[src/rtl/duo_link_pkg.sv]
package duo_link_pkg;
  localparam int ST_W     = 3;
  localparam int ST_TXP   = 0;
  localparam int ST_RXF   = 1;
  localparam int ST_NOCAB = 2;
  localparam int EN_LSB   = 3;
  localparam int EN_W     = 3;

  typedef enum logic [1:0] {
    SEL_TX   = 2'd0,
    SEL_RX   = 2'd1,
    SEL_CTRL = 2'd2,
    SEL_NONE = 2'd3
  } rd_sel_e;

  typedef struct packed {
    logic    wr_tx;
    logic    wr_ctrl;
    logic    rd_rx;
    logic    rd_en;
    rd_sel_e sel;
  } bus_acc_t;
endpackage

[src/rtl/duo_link_decode.sv]
module duo_link_decode
  import duo_link_pkg::*;
#(
  parameter int AW     = 8,
  parameter int A_TX   = 3,
  parameter int A_RX   = 4,
  parameter int A_CTRL = 5
) (
  input  logic [AW-1:0] addr,
  input  logic          wr,
  input  logic          rd,
  output bus_acc_t      acc
);
  logic hit_tx, hit_rx, hit_ctrl;

  assign hit_tx   = (addr == AW'(A_TX));
  assign hit_rx   = (addr == AW'(A_RX));
  assign hit_ctrl = (addr == AW'(A_CTRL));

  always_comb begin
    acc.wr_tx   = wr & hit_tx;
    acc.wr_ctrl = wr & hit_ctrl;
    acc.rd_rx   = rd & hit_rx;
    acc.rd_en   = rd;
    if (hit_tx)        acc.sel = SEL_TX;
    else if (hit_rx)   acc.sel = SEL_RX;
    else if (hit_ctrl) acc.sel = SEL_CTRL;
    else               acc.sel = SEL_NONE;
  end
endmodule

[src/rtl/duo_link_status.sv]
module duo_link_status
  import duo_link_pkg::*;
#(
  parameter int DW            = 8,
  parameter bit PEER_PRIORITY = 1'b1
) (
  input  logic          clk,
  input  logic          rst,
  input  logic          ctrl_wr,
  input  logic [DW-1:0] wdata,
  input  logic          cable_ok,
  input  logic          frame_tick,
  input  logic          own_tx_wr,
  input  logic          own_rx_rd,
  input  logic          peer_tx_stb,
  input  logic          peer_ack_stb,
  output logic [DW-1:0] ctrl_q,
  output logic          link_en
);
  localparam int HI_W = DW - ST_W;

  logic [HI_W-1:0] hi_q;
  logic [ST_W-1:0] lo_q, lo_n, base;
  logic own_set, own_clr, peer_set, peer_clr;
  logic txp_n, rxf_n;

  assign ctrl_q  = {hi_q, lo_q};
  assign link_en = &ctrl_q[EN_LSB +: EN_W];

  assign own_set  = own_tx_wr & link_en & cable_ok;
  assign own_clr  = own_rx_rd & link_en & cable_ok;
  assign peer_set = peer_tx_stb & link_en;
  assign peer_clr = peer_ack_stb & link_en;
  assign base     = ctrl_wr ? '0 : lo_q;

  // Same-cycle ordering of own and peer updates
  if (PEER_PRIORITY) begin : g_peer_wins
    assign txp_n = (base[ST_TXP] | own_set) & ~peer_clr;
    assign rxf_n = (base[ST_RXF] & ~own_clr) | peer_set;
  end else begin : g_own_wins
    assign txp_n = (base[ST_TXP] & ~peer_clr) | own_set;
    assign rxf_n = (base[ST_RXF] | peer_set) & ~own_clr;
  end

  always_comb begin
    lo_n = base;
    lo_n[ST_TXP] = txp_n;
    lo_n[ST_RXF] = rxf_n;
    if (frame_tick && link_en) lo_n[ST_NOCAB] = ~cable_ok;
  end

  always_ff @(posedge clk) begin
    if (rst) begin
      hi_q <= '0;
      lo_q <= '0;
    end else begin
      if (ctrl_wr) hi_q <= wdata[DW-1:ST_W];
      lo_q <= lo_n;
    end
  end

  assert_unlinked_hold_R4: assert property (@(posedge clk) disable iff (rst)
    (!link_en && !ctrl_wr) |=> $stable(lo_q));

  assert_ctrl_write_R3: assert property (@(posedge clk) disable iff (rst)
    (ctrl_wr && !frame_tick && !peer_tx_stb && !peer_ack_stb && !own_tx_wr && !own_rx_rd)
      |=> (lo_q == '0) && (hi_q == $past(wdata[DW-1:ST_W])));

  assert_sent_flag_R5: assert property (@(posedge clk) disable iff (rst)
    (own_tx_wr && link_en && cable_ok && !peer_ack_stb) |=> lo_q[ST_TXP]);
endmodule

[src/rtl/duo_link_nmi_timer.sv]
module duo_link_nmi_timer #(
  parameter int DELAY = 256
) (
  input  logic clk,
  input  logic rst,
  input  logic load,
  input  logic rd_clr,
  input  logic frame_set,
  output logic nmi
);
  localparam int CW = $clog2(DELAY + 1);

  logic [CW-1:0] cnt_q;
  logic          nmi_q;
  logic          expire;

  assign expire = (cnt_q == CW'(1)) && !load;
  assign nmi    = nmi_q;

  always_ff @(posedge clk) begin
    if (rst) begin
      cnt_q <= '0;
      nmi_q <= 1'b0;
    end else begin
      if (load)               cnt_q <= CW'(DELAY);
      else if (cnt_q != '0)   cnt_q <= cnt_q - CW'(1);
      // frame raise, then read clear, then expiry
      nmi_q <= ((nmi_q | frame_set) & ~rd_clr) | expire;
    end
  end

  assert_cnt_range_R6: assert property (@(posedge clk) disable iff (rst)
    cnt_q <= CW'(DELAY));

  assert_reload_R6: assert property (@(posedge clk) disable iff (rst)
    load |=> (cnt_q == CW'(DELAY)));

  assert_nmi_cause_R6: assert property (@(posedge clk) disable iff (rst)
    $rose(nmi_q) |-> $past(cnt_q == CW'(1) || frame_set));

  assert_read_drops_R7: assert property (@(posedge clk) disable iff (rst)
    (rd_clr && !(cnt_q == CW'(1) && !load)) |=> !nmi_q);

  assert_level_hold_R11: assert property (@(posedge clk) disable iff (rst)
    (nmi_q && !rd_clr) |=> nmi_q);
endmodule

[src/rtl/duo_link_port.sv]
module duo_link_port
  import duo_link_pkg::*;
#(
  parameter int          DW            = 8,
  parameter int          AW            = 8,
  parameter int          DELAY         = 256,
  parameter bit          PEER_PRIORITY = 1'b1,
  parameter int          A_TX          = 3,
  parameter int          A_RX          = 4,
  parameter int          A_CTRL        = 5,
  parameter logic [7:0]  TX_INIT       = 8'h00,
  parameter logic [7:0]  RX_INIT       = 8'hFF
) (
  input  logic          clk,
  input  logic          rst,
  input  logic          cable_ok,
  input  logic          frame_tick,
  input  logic [AW-1:0] bus_addr,
  input  logic          bus_wr,
  input  logic          bus_rd,
  input  logic [DW-1:0] bus_wdata,
  output logic [DW-1:0] bus_rdata,
  output logic          nmi,
  output logic          lnk_tx_stb,
  output logic [DW-1:0] lnk_tx_byte,
  output logic          lnk_ack_stb,
  input  logic          lnk_rx_stb,
  input  logic [DW-1:0] lnk_rx_byte,
  input  logic          lnk_ack_in
);
  bus_acc_t      acc;
  logic [DW-1:0] tx_q, rx_q, rdata_q, ctrl_q;
  logic          link_en, rx_accept, frame_set;

  duo_link_decode #(
    .AW(AW), .A_TX(A_TX), .A_RX(A_RX), .A_CTRL(A_CTRL)
  ) u_dec (
    .addr(bus_addr), .wr(bus_wr), .rd(bus_rd), .acc(acc)
  );

  duo_link_status #(
    .DW(DW), .PEER_PRIORITY(PEER_PRIORITY)
  ) u_stat (
    .clk(clk), .rst(rst),
    .ctrl_wr(acc.wr_ctrl), .wdata(bus_wdata),
    .cable_ok(cable_ok), .frame_tick(frame_tick),
    .own_tx_wr(acc.wr_tx), .own_rx_rd(acc.rd_rx),
    .peer_tx_stb(lnk_rx_stb), .peer_ack_stb(lnk_ack_in),
    .ctrl_q(ctrl_q), .link_en(link_en)
  );

  assign rx_accept = lnk_rx_stb & link_en;
  assign frame_set = frame_tick & link_en & ~cable_ok;

  duo_link_nmi_timer #(.DELAY(DELAY)) u_tmr (
    .clk(clk), .rst(rst),
    .load(rx_accept), .rd_clr(acc.rd_rx), .frame_set(frame_set),
    .nmi(nmi)
  );

  assign lnk_tx_stb  = acc.wr_tx & link_en & cable_ok;
  assign lnk_tx_byte = bus_wdata;
  assign lnk_ack_stb = acc.rd_rx & link_en & cable_ok;
  assign bus_rdata   = rdata_q;

  always_ff @(posedge clk) begin
    if (rst) begin
      tx_q    <= DW'(TX_INIT);
      rx_q    <= DW'(RX_INIT);
      rdata_q <= '1;
    end else begin
      if (acc.wr_tx) tx_q <= bus_wdata;
      if (rx_accept) rx_q <= lnk_rx_byte;
      if (acc.rd_en) begin
        unique case (acc.sel)
          SEL_TX:   rdata_q <= tx_q;
          SEL_RX:   rdata_q <= rx_q;
          SEL_CTRL: rdata_q <= ctrl_q;
          default:  rdata_q <= '1;
        endcase
      end
    end
  end

  assert_rx_hold_R9: assert property (@(posedge clk) disable iff (rst)
    !rx_accept |=> $stable(rx_q));
endmodule

[config.mk]
export PLATFORM = sky130hd
export DESIGN_NAME = duo_link_port
export DESIGN_NICKNAME = d
export VERILOG_FILES = /design/src/rtl/duo_link_pkg.sv /design/src/rtl/duo_link_decode.sv /design/src/rtl/duo_link_status.sv /design/src/rtl/duo_link_nmi_timer.sv /design/src/rtl/duo_link_port.sv
export SDC_FILE = /design/constraint.sdc
export NUM_CORES = 1
export LEC_CHECK = 0
export BUFFER_PORTS_ARGS = -buffer_cell sky130_fd_sc_hd__buf_4
export CAP_MARGIN = 25
export CELL_PAD_IN_SITES_DETAIL_PLACEMENT = 1
export CELL_PAD_IN_SITES_GLOBAL_PLACEMENT = 2
export CORE_MARGIN = 5
export CORE_UTILIZATION = 34
export CTS_BUF_LIST = sky130_fd_sc_hd__clkbuf_4 sky130_fd_sc_hd__clkbuf_8
export CTS_CLUSTER_DIAMETER = 150
export DETAILED_ROUTE_END_ITERATION = 6
export PLACE_DENSITY = 0.94
export SLEW_MARGIN = 30
export SYNTH_ARGS = -nofsm -noshare
export SYNTH_HDL_FRONTEND = slang
export SYNTH_SLANG_ARGS = --single-unit
[constraint.sdc]
create_clock -name clk -period 5 [get_ports clk]
set_input_delay 0.5 -clock clk [delete_from_list [all_inputs] [get_ports clk]]
set_output_delay 0.5 -clock clk [all_outputs]
set_load 0.01 [all_outputs]
==> results of run 1 <==
## cell type report
cell class / instances / share of cell area (%)
Timing Repair Buffer: 51 / 15.8
Clock inverter: 2 / 1.55
Tap cell: 72 / 3.72
Inverter: 8 / 1.24
Multi-Input combinational cell: 151 / 39.9
Sequential cell: 42 / 34.7
Clock buffer: 6 / 3.15
## metal layers
metal	global-route usage, %	part of all wire [%]
met5	0	0
met3	4.23	6.3
met1	19.4	45
met4	5.18	1.5
met2	25.5	47
## state kept, by name (all words and copies together) (netlist names)
signal,flops
bus_rdata,8
rx_q,8
tx_q,8
u_tmr.nmi,1
u_stat.hi_q,5
u_tmr.cnt_q,9
u_stat.lo_q,3
## placed cells by master, fill, tap and decap left out, drive strengths merged, types with 3 or more instances in the layout
master | synthesis | final
a211oi | 3 | 3
nor3 | 3 | 3
a32o | 6 | 6
inv | 8 | 8
nor2 | 34 | 34
o211ai | 4 | 4
mux2i | 13 | 13
nand3 | 8 | 8
clkbuf | 6 | 6
a22oi | 8 | 8
a21oi | 12 | 12
nor2b | 3 | 3
or4 | 4 | 4
nand2 | 19 | 19
a22o | 3 | 3
and2 | 3 | 3
dfxtp | 42 | 42
buf | 12 | 51
## power by group through the flow
stage / Sequential, uW / Combinational, uW / Clock (uW)
finish: 408 / 263 / 275
global route: 418 / 301 / 298
CTS: 408 / 266 / 281
detailed placement: 416 / 265 / 0
global placement: 413 / 253 / 0
floorplan: 407 / 191 / 0
## cells by family (layout without fill, tap and decap cells)
group	after synthesis	count (layout)	synth area share (%)
adders and majority gates	2	2	1.29
and+or+nand+nor	87	87	22.6
DFF	42	42	43.3
xor gates and xnor gates	3	3	1.35
buffers and inverters	26	67	7.09
muxes	15	15	7.87
AOI/OAI and AO/OA	44	44	16.5
## path summary, 6_finish.rpt
check,from,end,slack [ns],depth (start not counted)
worst max-delay path,bus_addr[5],lnk_ack_stb,2.57,5
worst min-delay path,lnk_ack_in,u_stat.lo_q[0],0.38,2
worst max register to register,u_tmr.cnt_q[0],u_tmr.cnt_q[4],3.24,6
worst min register to register,rx_q[7],rx_q[7],0.50,2
## through the flow
stage | instance area [um^2] | util, % | hold slack, ns | power [uW]
finish | 2420 | 43.8 | 0.375 | 947
global route | 2420 | 43.8 | 0.369 | 1020
CTS | 2420 | 43.8 | 0.368 | 955
detailed placement | 2310 | 41.7 | 0.489 | 681
global placement | 2310 | 41.7 | 0.464 | 666
floorplan | 1940 | - | 0.441 | 598
==> impl_metrics.csv, run 1 <==
group,metric,value,unit
floorplan,fp-row-count,27,
floorplan,die_x,85.6,um
finish,nets,293,
worst_setup_path,crit_top_cell,"buf_4",
cts,cts_resized,0,
worst_setup_path,cp_num_buf_inv,2,
timing,slew_headroom,49.5,%
timing,tightestPinTransition,0.752,ns
power_and_ir_drop,switching_share,31.4,%
cts,root_buffer,"clkbuf_8",
place,gp_congestion,0.784,
finish,final_layout_size_suffix_gt1_share,26.5,%
synth,syn_area,1940,um^2
cts,post_cts_buffers,0,
finish,diodes,0,
power_and_ir_drop,power_density,391,nW/um^2
global_routing,grt_pass1_vias,1815,
cts,clkSinkCount,42,
power_and_ir_drop,ir_drop,0.208,mV
synth,synth-seq-area-share,43.3,%
synth,synth_common_cells,"dfxtp_1, nor2_1, nand2_1",
synth,synth_edf_count,0,
worst_setup_path,slowest_stage,"or4_4",
finish,multi_input_area,967,um^2
cts,holdBufCountCts,0,
worst_setup_path,worstPathMaxFanout,10,
detailed_routing,post_drt_wl_per_cell,16.3,um
worst_setup_path,critPathMaxStageDelay,0.57,ns
detailed_routing,routed_wl,5.43,mm
synth,synth.largest_area_cell,"dfxtp_1",
worst_setup_path,critPathLaunchType,"input port",
cts,cts_tree,"done",
cts,clkLatencyLatePin,0.31,ns
timing,period_share,48.6,%
hold_path,holdCritPathClass,"input port to register",
detailed_routing,vias,1737,
finish,seq_area,841,um^2
synth,ys_ff_latch,42,
synth,ys.flop_type,"dfxtp_1",
synth,synth.distinct_cells,46,
global_routing,antenna_found_initial,0,
detailed_routing,post-route-drc-count,0,
global_routing,grt_pass1_wl,8.96,mm
outcome,status,"complete, no violations",
cts,h-tree-depth,2,
synth,async_flop_share,0,%
place,dp_slack,2.58,ns
worst_setup_path,path_cells,"buf_4, or4_4, nor2_2, and4_1, buf_4",
power_and_ir_drop,leakage,0.000989,uW
synth,yosysMostFrequentCell,"dfxtp_1",
timing,report.final.hold_viol_count,0,
worst_setup_path,cp.arrival,1.93,ns
synth,yosys_warnings,0,
power_and_ir_drop,comb_power_share,27.8,%
synth,ys_top_cells_by_area,"dfxtp_1, mux2i_1, nor2_1",
detailed_routing,drt_iter0_drc,78,
timing,setup_ws,2.57,ns
place,port_buffers,50,
floorplan,ios,51,
timing,setup_tns,0,ns
detailed_routing,ant_nets,0,
flow_run,cap_violations,0,
timing,setup_viol,0,
place,place_hpwl,4.15,mm
floorplan,die_area,7320,um^2
detailed_routing,vias_per_cell,5.23,
floorplan,die_h,85.6,um
place,dpl.cell_count,324,
cts,cts_buffers,5,
power_and_ir_drop,p_seq_share,43.1,%
power_and_ir_drop,intPower,650,uW
worst_setup_path,cp.required,4.50,ns
detailed_routing,dr.pass1.iters,4,
floorplan,core,5540,um^2
timing,slew_viol_final,0,
finish,area_delta_synth_final,25.0,%
worst_setup_path,path_class,"input port to output port",
timing,finalClockSkew,0.0139,ns
synth,syn_avg_cell_area,8.86,um^2
global_routing,grt_max_degree,22,
global_routing,track_usage,15.4,%
finish,nFillCells,669,
power_and_ir_drop,power_frac_clock,29.1,%
cts,cts.clk_slew.worst_paths,0.08,ns
power_and_ir_drop,p_switching,297,uW
synth,synth_top_area_share,43.3,%
worst_setup_path,crit_family,"simple AND/OR/NAND/NOR gates",
synth,syn_inst,219,
floorplan,start_util,35.0,%
timing,final.min_clock_period,2.43,ns
synth,syn_nets,253,
finish,fin_cells,332,
worst_setup_path,critPathCaptureType,"output port",
cts,ctsLongestPathBuffers,2,
timing,fmax,0.411,GHz
global_routing,grt.overflow.total,0,
timing,rsz0062_at_grt,"false",
Note: power is estimated with default switching activity, not from simulation.
==> inputs of run 2 (changes only) <==
Settings changed: CORE_UTILIZATION 34 to 32, PLACE_DENSITY 0.94 to 0.9.
Clock period 5 ns to 2.4 ns, I/O delays scaled along.
==> impl_metrics.csv, run 2 (synthesis results as in run 1) <==
group,metric,value,unit
detailed_routing,post-route-drc-count,0,
cts,ctsLongestPathBuffers,2,
global_routing,grt_max_degree,22,
cts,cts_buffers,5,
timing,slew_viol_final,0,
timing,setup_viol,0,
worst_setup_path,cp.required,2.16,ns
detailed_routing,vias,1768,
worst_setup_path,critPathMaxStageDelay,0.40,ns
timing,report.final.hold_viol_count,0,
hold_path,holdCritPathClass,"input port to register",
worst_setup_path,slowest_stage,"dfxtp_1",
power_and_ir_drop,power_density,798,nW/um^2
power_and_ir_drop,leakage,0.00101,uW
finish,diodes,0,
worst_setup_path,path_class,"register to output port",
detailed_routing,dr.pass1.iters,4,
cts,clkLatencyLatePin,0.29,ns
timing,finalClockSkew,0.00744,ns
cts,cts.clk_slew.worst_paths,0.08,ns
finish,final_layout_size_suffix_gt1_share,27.7,%
finish,area_delta_synth_final,26.7,%
global_routing,track_usage,15.4,%
cts,h-tree-depth,2,
timing,tightestPinTransition,0.631,ns
timing,slew_headroom,57.5,%
floorplan,die_area,7720,um^2
power_and_ir_drop,switching_share,30.3,%
place,place_hpwl,4.07,mm
cts,holdBufCountCts,0,
place,place_area,2340,um^2
finish,final_cell_mix,"buf_4, dfxtp_1, nor2_1, nand2_1, mux2i_1",
cts,post_cts_buffers,0,
place,dp_slack,0.510,ns
place,port_buffers,50,
global_routing,antenna_found_initial,0,
detailed_routing,ant_nets,0,
floorplan,ios,51,
finish,largest_reg_flops,9,
floorplan,die_x,87.9,um
global_routing,grt.overflow.total,0,
worst_setup_path,critPathCaptureType,"output port",
floorplan,start_util,32.8,%
detailed_routing,routed_wl,5.37,mm
global_routing,grt_pass1_wl,9.25,mm
power_and_ir_drop,p_seq_share,43.3,%
cts,root_buffer,"clkbuf_8",
worst_setup_path,critPathLaunchType,"register",
floorplan,fp-row-count,28,
finish,nets,297,
global_routing,grt_pass1_vias,1903,
timing,period_share,71.9,%
worst_setup_path,cp.arrival,1.49,ns
timing,setup_ws,0.673,ns
power_and_ir_drop,p_switching,594,uW
finish,layout_commonest_cell,"buf_4",
worst_setup_path,worstPathMaxFanout,5,
outcome,status,"complete, no violations",
cts,clkSinkCount,42,
timing,rsz0062_at_grt,"false",
power_and_ir_drop,intPower,1370,uW
worst_setup_path,crit_family,"simple AND/OR/NAND/NOR gates",
flow_run,cap_violations,0,
power_and_ir_drop,power_frac_clock,29.2,%
timing,setup_tns,0,ns
worst_setup_path,path_cells,"and3_1, and2_1, and4_1, buf_4",
detailed_routing,post_drt_wl_per_cell,15.8,um
power_and_ir_drop,comb_power_share,27.5,%
power_and_ir_drop,ir_drop,0.320,mV
floorplan,die_h,87.9,um
worst_setup_path,cp_num_buf_inv,1,
timing,final.min_clock_period,1.73,ns
detailed_routing,drt_iter0_drc,81,
finish,top_register,"u_tmr.cnt_q",
place,gp_congestion,0.793,
detailed_routing,vias_per_cell,5.22,
timing,fmax,0.579,GHz
floorplan,core,5920,um^2
cts,cts_resized,0,
finish,final_area,2460,um^2
cts,cts_tree,"done",
## run 2: cell types whose count changed in the layout (fill, tap and decap cells not counted), sizes merged
cell / before / now
clkbuf: 6 / 7
buf: 51 / 55
clkinvlp: 1 / 0
## run 2: worst paths after layout
kind                        from              to  slack, ns  depth (start not counted)
hold / removal        lnk_ack_in  u_stat.lo_q[0]       0.13                          2
setup / recovery  u_stat.hi_q[2]     lnk_ack_stb       0.67                          4
setup reg to reg  u_tmr.cnt_q[0]  u_tmr.cnt_q[0]       0.75                          6
hold reg to reg          rx_q[1]         rx_q[1]       0.48                          2
## run 2: area by class of cell
type | instances | area, um^2
Inverter | 8 | 30.0
Clock buffer | 7 | 83.8
Clock inverter | 1 | 30.0
Fill cell | 712 | 3460
Sequential cell | 42 | 841
Multi-Input combinational cell | 151 | 967
Timing Repair Buffer | 55 | 413
Tap cell | 75 | 93.8
## run 2: worst register-to-register path, stage by stage, from the launching register on
cell	delay (ns)
dfxtp_1	0.35
inv_1	0.07
ha_1	0.19
nor3b_1	0.43
nand3_1	0.23
xnor2_1	0.20
nor2_1	0.06
## run 2: routing by layer
layer / vias up / share of wire [%] / GRT usage, %
met2: 39 / 48 / 25.3
met3: 4 / 5.7 / 3.76
met4: 0 / 0.93 / 4.04
li1: 869 / - / -
met5: - / 0 / 0
met1: 856 / 45 / 20.4
## run 2: power groups by stage
stage / clock network, uW / registers (uW) / logic [uW]
after floorplan: 0 / 847 / 399
after global placement: 0 / 863 / 531
after detailed placement: 0 / 865 / 544
after CTS: 589 / 850 / 547
after global routing: 624 / 864 / 617
final: 572 / 850 / 540
## run 2: stage by stage
step           total power (uW)  hold slack (ns)  instances  utilization, %
6_report                   1960            0.134        339            41.5
5_1_grt                    2110            0.132        339            41.5
4_1_cts                    1990            0.129        339            41.5
3_5_place_dp               1410            0.436        331            39.6
3_3_place_gp               1390            0.433        331            39.6
2_1_floorplan              1250            0.338        219               -
==> inputs of run 3 (changes only) <==
Settings changed: CORE_UTILIZATION 32 to 29, PLACE_DENSITY 0.9 to 0.86.
Clock period 2.4 ns to 1.55 ns, I/O delays scaled along.
==> impl_metrics.csv, run 3 (synthesis results as in run 1) <==
group,metric,value,unit
power_and_ir_drop,p_switching,1030,uW
floorplan,start_util,30.2,%
cts,cts_buffers,5,
timing,fmax,0.646,GHz
detailed_routing,vias,1839,
power_and_ir_drop,switching_share,31.2,%
worst_setup_path,crit_top_cell,"buf_6",
worst_setup_path,cp.depth,6,
timing,slew_viol_final,0,
worst_setup_path,slowest_stage,"or4_4",
detailed_routing,ant_nets,0,
worst_setup_path,rr_worst_depth,3,
place,gp_congestion,0.785,
power_and_ir_drop,p_seq_share,39.8,%
cts,root_buffer,"clkbuf_8",
finish,multi_input_area,1040,um^2
finish,largest_reg_flops,9,
floorplan,die_x,91.8,um
cts,h-tree-depth,2,
detailed_routing,post-route-drc-count,0,
timing,slew_headroom,74.8,%
worst_setup_path,ff2ff_setup_slack,0.06,ns
cts,cts.clk_slew.worst_paths,0.08,ns
global_routing,grt.overflow.total,0,
finish,area_delta_synth_final,38.4,%
timing,setup_viol,0,
finish,top_register,"u_tmr.cnt_q",
floorplan,fp-row-count,29,
worst_setup_path,path_cells,"buf_6, or4_4, buf_6, or4bb_1, o211ai_1, a21oi_1",
place,port_buffers,50,
power_and_ir_drop,power_density,1230,nW/um^2
power_and_ir_drop,power_frac_clock,25.1,%
detailed_routing,routed_wl,5.77,mm
power_and_ir_drop,comb_power_share,35.1,%
worst_setup_path,crit_family,"simple AND/OR/NAND/NOR gates",
worst_setup_path,critPathLaunchType,"input port",
timing,period_share,99.9,%
cts,holdBufCountCts,0,
cts,clkLatencyLatePin,0.29,ns
detailed_routing,vias_per_cell,5.12,
floorplan,ios,51,
floorplan,die_area,8430,um^2
outcome,status,"complete, no violations",
flow_run,cap_violations,0,
finish,seq_area,846,um^2
timing,finalClockSkew,0.00935,ns
finish,diodes,0,
worst_setup_path,critPathMaxStageDelay,0.59,ns
detailed_routing,post_drt_wl_per_cell,16.1,um
worst_setup_path,cp_num_buf_inv,2,
floorplan,die_h,91.8,um
global_routing,track_usage,13.8,%
floorplan,core,6420,um^2
power_and_ir_drop,intPower,2280,uW
timing,tightestPinTransition,0.379,ns
finish,nFillCells,746,
detailed_routing,drt_iter0_drc,57,
global_routing,grt_pass1_vias,1918,
timing,setup_tns,0,ns
finish,nets,315,
worst_setup_path,path_class,"input port to register",
hold_path,holdCritPathClass,"input port to register",
global_routing,grt_pass1_wl,9.38,mm
finish,final_layout_size_suffix_gt1_share,37.9,%
worst_setup_path,cp.arrival,1.73,ns
hold_path,whs_path_depth,2,
worst_setup_path,critPathCaptureType,"register",
worst_setup_path,cp.required,1.73,ns
worst_setup_path,worstPathMaxFanout,4,
finish,layout_commonest_cell,"buf_4",
timing,rsz0062_at_grt,"true",
timing,final.min_clock_period,1.55,ns
cts,cts_tree,"done",
global_routing,antenna_found_initial,0,
global_routing,grt_max_degree,22,
detailed_routing,dr.pass1.iters,4,
finish,final_cell_mix,"buf_4, dfxtp_1, nor2_1, nand2_1, mux2i_1",
power_and_ir_drop,ir_drop,0.616,mV
cts,clkSinkCount,42,
cts,ctsLongestPathBuffers,2,
timing,report.final.hold_viol_count,0,
power_and_ir_drop,p_total,3310,uW
place,place_hpwl,4.22,mm
power_and_ir_drop,leakage,0.00113,uW
==> run 3: per-layer routing <==
| layer | global-route usage [%] | vias to the layer above | part of all wire, % |
|---|---|---|---|
| met5 | 0 | - | 0 |
| met4 | 4.08 | 0 | 1.7 |
| met3 | 3.85 | 9 | 6.0 |
| met2 | 21.9 | 52 | 45 |
| met1 | 18.2 | 878 | 47 |
| li1 | - | 900 | - |
==> run 3: worst reg2reg max path: stages (launching register included) <==
cell and delay (ns):
dfxtp_1 0.36, or4_4 0.57, or3_1 0.38, a21oi_1 0.12
==> run 3: what timing repair did <==
item / 4_1_cts / 5_1_grt
setup endpoints to repair: 4 / 9
pin swaps: 4 / 2
hold endpoints to repair: 0 / 0
gates resized for setup: 14 / 11
setup buffers: 2 / 5
==> run 3: through the flow <==
step	instance area, um^2	instances	setup WS, ns	hold WS [ns]	util, %
3_5_place_dp	2430	344	-0.263	0.361	37.8
2_1_floorplan	1940	219	-0.0889	0.253	-
3_3_place_gp	2430	344	-0.216	0.355	37.8
4_1_cts	2600	354	0.00122	0.0484	40.5
6_report	2690	359	0.00146	0.0591	41.8
5_1_grt	2690	359	-0.0321	0.0607	41.8
==> run 3: worst paths after layout <==
path,start,to
setup / recovery,bus_addr[6],u_stat.lo_q[1]
hold / removal,lnk_ack_in,u_stat.lo_q[0]
setup reg to reg,u_tmr.cnt_q[4],u_tmr.cnt_q[7]
hold reg to reg,u_tmr.cnt_q[7],u_tmr.cnt_q[7]
==> run 3: final cells by class <==
cell class | count | share of cell area [%]
Multi-Input combinational cell | 151 | 38.6
Sequential cell | 42 | 31.5
Timing Repair Buffer | 73 | 21.1
Clock buffer | 8 | 4.10
Tap cell | 77 | 3.59
Inverter | 8 | 1.12
==> run 3: power groups by stage <==
stage | clock network, uW | registers [uW] | logic (uW)
floorplan | 0 | 1310 | 618
global placement | 0 | 1320 | 969
detailed placement | 0 | 1330 | 994
CTS | 850 | 1310 | 1060
global route | 891 | 1340 | 1300
finish | 832 | 1320 | 1160
